### src/rtl/smi_pkg.sv
// Package: shared constants for the power-change SMI controller.
// Assumes a 32-bit configuration word whose SMI fields sit at fixed bits.
package smi_pkg;
    localparam int CFG_W      = 32;
    localparam int ROUTE_BIT  = 26;   // 1: IRQ2 serial slot, 0: CSC line
    localparam int STAT_BIT   = 25;   // per-socket pending, write-one-to-clear
    localparam int ENA_BIT    = 24;   // shared SMI enable

    typedef enum logic {
        PATH_CSC  = 1'b0,
        PATH_IRQ2 = 1'b1
    } smi_path_e;
endpackage

### src/rtl/smi_ctrl_shared.sv
// Module: holds the enable and route bits shared by every socket.
// Assumes ctrl_wr is already decoded to the configuration address.
module smi_ctrl_shared
    import smi_pkg::*;
(
    input  logic      clk,
    input  logic      rst_n,
    input  logic      ctrl_wr,
    input  logic      ena_in,
    input  logic      route_in,
    output logic      ena_q,
    output smi_path_e path_q
);
    // Load the shared bits on a decoded configuration write.
    always_ff @(posedge clk) begin
        if (!rst_n) begin
            ena_q  <= 1'b0;
            path_q <= PATH_CSC;
        end else if (ctrl_wr) begin
            ena_q  <= ena_in;
            path_q <= smi_path_e'(route_in);
        end
    end

    // shared bits move only on a decoded write.
    a_r2_shared_hold: assert property (@(posedge clk) disable iff (!rst_n)
        !ctrl_wr |=> ($stable(ena_q) && $stable(path_q)));
endmodule

### src/rtl/smi_pend_cell.sv
// Module: one socket's pending flag plus its rising-edge pulse.
// Assumes evt is a single-cycle pulse and clr is an already-decoded W1C.
module smi_pend_cell (
    input  logic clk,
    input  logic rst_n,
    input  logic evt,
    input  logic enable,
    input  logic clr,
    output logic pend_q,
    output logic rise_q
);
    logic set_now;
    assign set_now = evt && enable;

    // Pending flag: a set wins over a clear in the same cycle.
    always_ff @(posedge clk) begin
        if (!rst_n) begin
            pend_q <= 1'b0;
            rise_q <= 1'b0;
        end else begin
            pend_q <= (pend_q && !clr) || set_now;
            rise_q <= set_now && !pend_q;
        end
    end

    // an enabled event always leaves the flag set.
    a_r5_set_wins: assert property (@(posedge clk) disable iff (!rst_n)
        (evt && enable) |=> pend_q);
    // without a clear the flag holds.
    a_r4_sticky: assert property (@(posedge clk) disable iff (!rst_n)
        (pend_q && !clr) |=> pend_q);
    // no enabled event means no new pending.
    a_r6_blocked: assert property (@(posedge clk) disable iff (!rst_n)
        (!pend_q && !(evt && enable)) |=> !pend_q);
    // the edge pulse lasts one clock and coincides with pending.
    a_r8_one_clock: assert property (@(posedge clk) disable iff (!rst_n)
        rise_q |=> !rise_q);
    a_r8_with_pend: assert property (@(posedge clk) disable iff (!rst_n)
        rise_q |-> pend_q);
endmodule

### src/rtl/smi_csc_out.sv
// Module: forms one socket's CSC-delivered SMI in level or edge form.
// Assumes rise is a one-clock pulse aligned with the first pending cycle.
module smi_csc_out (
    input  logic pend,
    input  logic rise,
    input  logic edge_sel,
    input  logic deliver,
    output logic irq
);
    // Pick the edge pulse or the level, then gate by delivery path.
    always_comb begin
        irq = deliver && (edge_sel ? rise : pend);
    end
endmodule

### src/rtl/smi_pwr_irq_ctrl.sv
// Module: top of the power-change SMI controller.
// Decodes configuration writes, keeps per-socket pending flags and routes
// them to CSC lines or to the IRQ2 serial-slot request.
// Assumes one write per cycle and start pulses one clock wide.
module smi_pwr_irq_ctrl
    import smi_pkg::*;
#(
    parameter int                NUM_SOCK  = 2,
    parameter int                ADDR_W    = 8,
    parameter logic [ADDR_W-1:0] CTRL_ADDR = 8'h80,
    localparam int               FN_W      = (NUM_SOCK > 1) ? $clog2(NUM_SOCK) : 1
) (
    input  logic                clk,
    input  logic                rst_n,
    input  logic                reg_wr,
    input  logic [FN_W-1:0]     reg_wr_fn,
    input  logic [ADDR_W-1:0]   reg_addr,
    input  logic [CFG_W-1:0]    reg_wdata,
    input  logic [FN_W-1:0]     reg_rd_fn,
    output logic [CFG_W-1:0]    reg_rdata,
    input  logic [NUM_SOCK-1:0] pwr_seq_go,
    input  logic [NUM_SOCK-1:0] csc_edge_sel,
    output logic [NUM_SOCK-1:0] csc_smi_irq,
    output logic                irq2_smi_req
);
    logic                ctrl_hit;
    logic                ena_q;
    smi_path_e           path_q;
    logic [NUM_SOCK-1:0] pend;
    logic [NUM_SOCK-1:0] rise;
    logic                csc_ok;

    assign ctrl_hit = reg_wr && (reg_addr == CTRL_ADDR);
    assign csc_ok   = ena_q && (path_q == PATH_CSC);

    smi_ctrl_shared u_shared (
        .clk      (clk),
        .rst_n    (rst_n),
        .ctrl_wr  (ctrl_hit),
        .ena_in   (reg_wdata[ENA_BIT]),
        .route_in (reg_wdata[ROUTE_BIT]),
        .ena_q    (ena_q),
        .path_q   (path_q)
    );

    for (genvar s = 0; s < NUM_SOCK; s++) begin : g_sock
        logic clr_s;
        // Clear only the addressed socket on a written 1.
        assign clr_s = ctrl_hit && reg_wdata[STAT_BIT] && (reg_wr_fn == FN_W'(s));

        smi_pend_cell u_pend (
            .clk    (clk),
            .rst_n  (rst_n),
            .evt    (pwr_seq_go[s]),
            .enable (ena_q),
            .clr    (clr_s),
            .pend_q (pend[s]),
            .rise_q (rise[s])
        );

        smi_csc_out u_csc (
            .pend     (pend[s]),
            .rise     (rise[s]),
            .edge_sel (csc_edge_sel[s]),
            .deliver  (csc_ok),
            .irq      (csc_smi_irq[s])
        );
    end

    // Merge all pending flags into the serial-slot request.
    always_comb begin
        irq2_smi_req = ena_q && (path_q == PATH_IRQ2) && (|pend);
    end

    // Build the readback word for the selected socket.
    always_comb begin
        reg_rdata            = '0;
        reg_rdata[ROUTE_BIT] = path_q;
        reg_rdata[STAT_BIT]  = pend[reg_rd_fn];
        reg_rdata[ENA_BIT]   = ena_q;
    end

    // serial-slot request only when enabled and routed there.
    a_r9_irq2_gate: assert property (@(posedge clk) disable iff (!rst_n)
        irq2_smi_req |-> (ena_q && path_q == PATH_IRQ2));
    // no CSC delivery while routed to IRQ2 or disabled.
    a_r7_csc_gate: assert property (@(posedge clk) disable iff (!rst_n)
        (|csc_smi_irq) |-> (ena_q && path_q == PATH_CSC));
endmodule

### config.mk
export PLATFORM = sky130hd
export DESIGN_NAME = smi_pwr_irq_ctrl
export DESIGN_NICKNAME = d
export VERILOG_FILES = /design/src/rtl/smi_pkg.sv /design/src/rtl/smi_ctrl_shared.sv /design/src/rtl/smi_pend_cell.sv /design/src/rtl/smi_csc_out.sv /design/src/rtl/smi_pwr_irq_ctrl.sv
export SDC_FILE = /design/constraint.sdc
export NUM_CORES = 1
export LEC_CHECK = 0
export BUFFER_PORTS_ARGS = -buffer_cell sky130_fd_sc_hd__buf_2
export CAP_MARGIN = 20
export CORE_MARGIN = 4
export CORE_UTILIZATION = 30
export CTS_CLUSTER_DIAMETER = 30
export DETAILED_ROUTE_END_ITERATION = 8
export PLACE_DENSITY = 0.83
export SKIP_LAST_GASP = 1
export SYNTH_ARGS = -nofsm -noshare
export SYNTH_HDL_FRONTEND = slang
export SYNTH_SLANG_ARGS = --single-unit
### constraint.sdc
create_clock -name clk -period 2.64 [get_ports clk]
set_input_delay 0.132 -clock clk [delete_from_list [all_inputs] [get_ports clk]]
set_output_delay 0.132 -clock clk [all_outputs]
set_load 0.01 [all_outputs]
==> impl_metrics.env <==
export IMPL_wl_per_cell_um=9.368
export IMPL_wirelength_mm=1.068
export IMPL_fin_crit_sh_pct=42.96
export IMPL_nets=140
export IMPL_synthAdderAreaFrac_pct=0
export IMPL_boundaryPins=84
export IMPL_post_cts_repair_setup_buffers=0
export IMPL_ctsRootBufferMaster="clkbuf_4"
export IMPL_drtPass1Iterations=4
export IMPL_cp_arrival_ns=1.00
export IMPL_synth_seq_area_share_pct=21.87
export IMPL_first_global_vias=391
export IMPL_finalInstanceArea_um2=573.1
export IMPL_outcome="finished clean"
export IMPL_crit_required_ns=2.51
export IMPL_htreeDepth=1
export IMPL_synth_xor_area_share_pct=0
export IMPL_hp_class="primary input to register"
export IMPL_grt_pass1_wl_mm=1.455
export IMPL_finalPower_w=0.0002130
export IMPL_die_h_um=50.79
export IMPL_cts_buffers=3
export IMPL_path_max_fanout=5
export IMPL_synth_top_family_by_area="buffers and inverters"
export IMPL_cts_resized=0
export IMPL_clockBufferDepth=2
export IMPL_core_area_um2=1727
export IMPL_grt_max_degree=9
export IMPL_critPathLaunch="g_sock[0].u_pend.pend_q"
export IMPL_mostFrequentLayoutCell="conb_1"
export IMPL_avgSynthCellArea_um2=8.078
export IMPL_drive_above_1_share_pct=32.58
export IMPL_synth_simple_area_share_pct=16.17
export IMPL_p_leak_nw=0.3458
export IMPL_fin_crit_ns=1.134
export IMPL_die_width_um=50.79
export IMPL_vias=420
export IMPL_antenna_found_initial=0
export IMPL_postPlaceCellArea_um2=550.5
export IMPL_vias_per_cell=3.684
export IMPL_tns_ns=0
export IMPL_drt_iter0_markers=4
export IMPL_drc=0
export IMPL_fmax_mhz=881.7
export IMPL_rsz0062_at_grt="no"
export IMPL_holdCritStartpoint="reg_wdata[24]"
export IMPL_critPathLaunchType="register"
export IMPL_grt_ovfl_total=0
export IMPL_hold_viol=0
export IMPL_ys_seq_elements=6
export IMPL_cts_sinks=6
export IMPL_ys_types=17
export IMPL_critPathKind="register to output port"
export IMPL_maxSlewViolCount=0
export IMPL_track_usage_pct=7.692
export IMPL_drv_cap=0
export IMPL_finClkSkew_ns=0.002963
export IMPL_clkTransAtPathRegs_ns=0.04
export IMPL_ctsHoldBuffers=0
export IMPL_final_cell_mix="conb_1, buf_2, nand2_1, dfxtp_1"
export IMPL_ys_warnings_count=0
export IMPL_initial_core_util_pct=31.81
export IMPL_cp_end_kind="output port"
export IMPL_port_buffers=25
export IMPL_r2r_start="u_shared.ena_q"
export IMPL_synth_compound_area_share_pct=4.556
export IMPL_cts_tree="yes"
export IMPL_rows=15
export IMPL_area_growth_pct=4.328
export IMPL_place_congestion=0.6724
export IMPL_setup_viol=0
export IMPL_postSynthCellCount=68
export IMPL_synthMuxAreaShare_pct=9.339
export IMPL_whs_ns=0.1362
export IMPL_design_die_area_um2=2580
export IMPL_worstSkewPairLatency_ns=0.24
export IMPL_ant_nets=0
export IMPL_diodes=0
export IMPL_worst_ir_drop_vdd_v=0.00008853
export IMPL_synth_area_um2=549.3
export IMPL_p_per_area_nw_per_um2=371.8
[report_power, final]
part           leakage, nW  switching [W]  internal, W
Clock               0.0138      0.0000322    0.0000514
Sequential          0.0483   0.0000000731    0.0000910
Combinational        0.284      0.0000260    0.0000124
Total                0.346      0.0000583     0.000155
[path summary, 6_finish.rpt]
path	cells past startpoint	to	slack [ns]
worst max register to register	3	g_sock[1].u_pend.pend_q	1.67
worst min-delay path	3	u_shared.ena_q	0.14
worst min register to register	1	g_sock[1].u_pend.rise_q	0.48
worst max-delay path	2	reg_rdata[25]	1.51
[through the flow]
stage	utilization [%]	setup WS, ns	std cells
after CTS	33.19	1.497	114
after detailed placement	31.88	1.560	111
after global routing	33.19	1.416	114
after floorplan	-	1.746	96
after global placement	31.88	1.590	111
final	33.19	1.506	114
[synth_stat cells (all sizes together)]
cell type | count | area share [%]
a22oi | 2 | 2.7
and3 | 1 | 1.1
and3b | 1 | 1.6
and4 | 1 | 1.6
buf | 35 | 47
conb | 1 | 0.68
dfxtp | 6 | 22
mux2 | 1 | 2.0
mux2i | 4 | 7.3
nand2 | 6 | 4.1
nand2b | 1 | 1.1
nand3 | 2 | 1.8
nor2 | 4 | 2.7
nor3 | 1 | 0.91
nor4 | 1 | 1.1
o211a | 1 | 1.8
[flip-flops by register name, summed over array words and instances, names as in the netlist]
register / flops
u_shared.path_q: 1
g_sock.u_pend.rise_q: 2
g_sock.u_pend.pend_q: 2
u_shared.ena_q: 1
[layer usage]
metal / global-route usage (%) / part of all wire [%]
met5: 0 / 0
met1: 6.039 / 29
met3: 2.077 / 16
met4: 6.726 / 2.9
met2: 15.00 / 52
[worst max-delay path: stages, from the launching register on]
cell and delay [ns]:
dfxtp_1 0.34, mux2_2 0.28, buf_2 0.14
[logic make-up (layout without fill, tap and decap cells)]
logic type	count (synthesis)	in the layout
other cells	1	29
compound gates	3	3
flops	6	6
mux	5	5
buf+inv	35	28
simple gates	18	18
[final cells by class]
| class | count | area (um2) |
|---|---|---|
| fill | 199 | 1154 |
| clock buffer | 3 | 22.52 |
| multi-input combinational | 55 | 274.0 |
| tap | 25 | 31.28 |
| timing repair buffer | 25 | 125.1 |
| sequential | 6 | 120.1 |
Note: power is estimated with default switching activity, not from simulation.
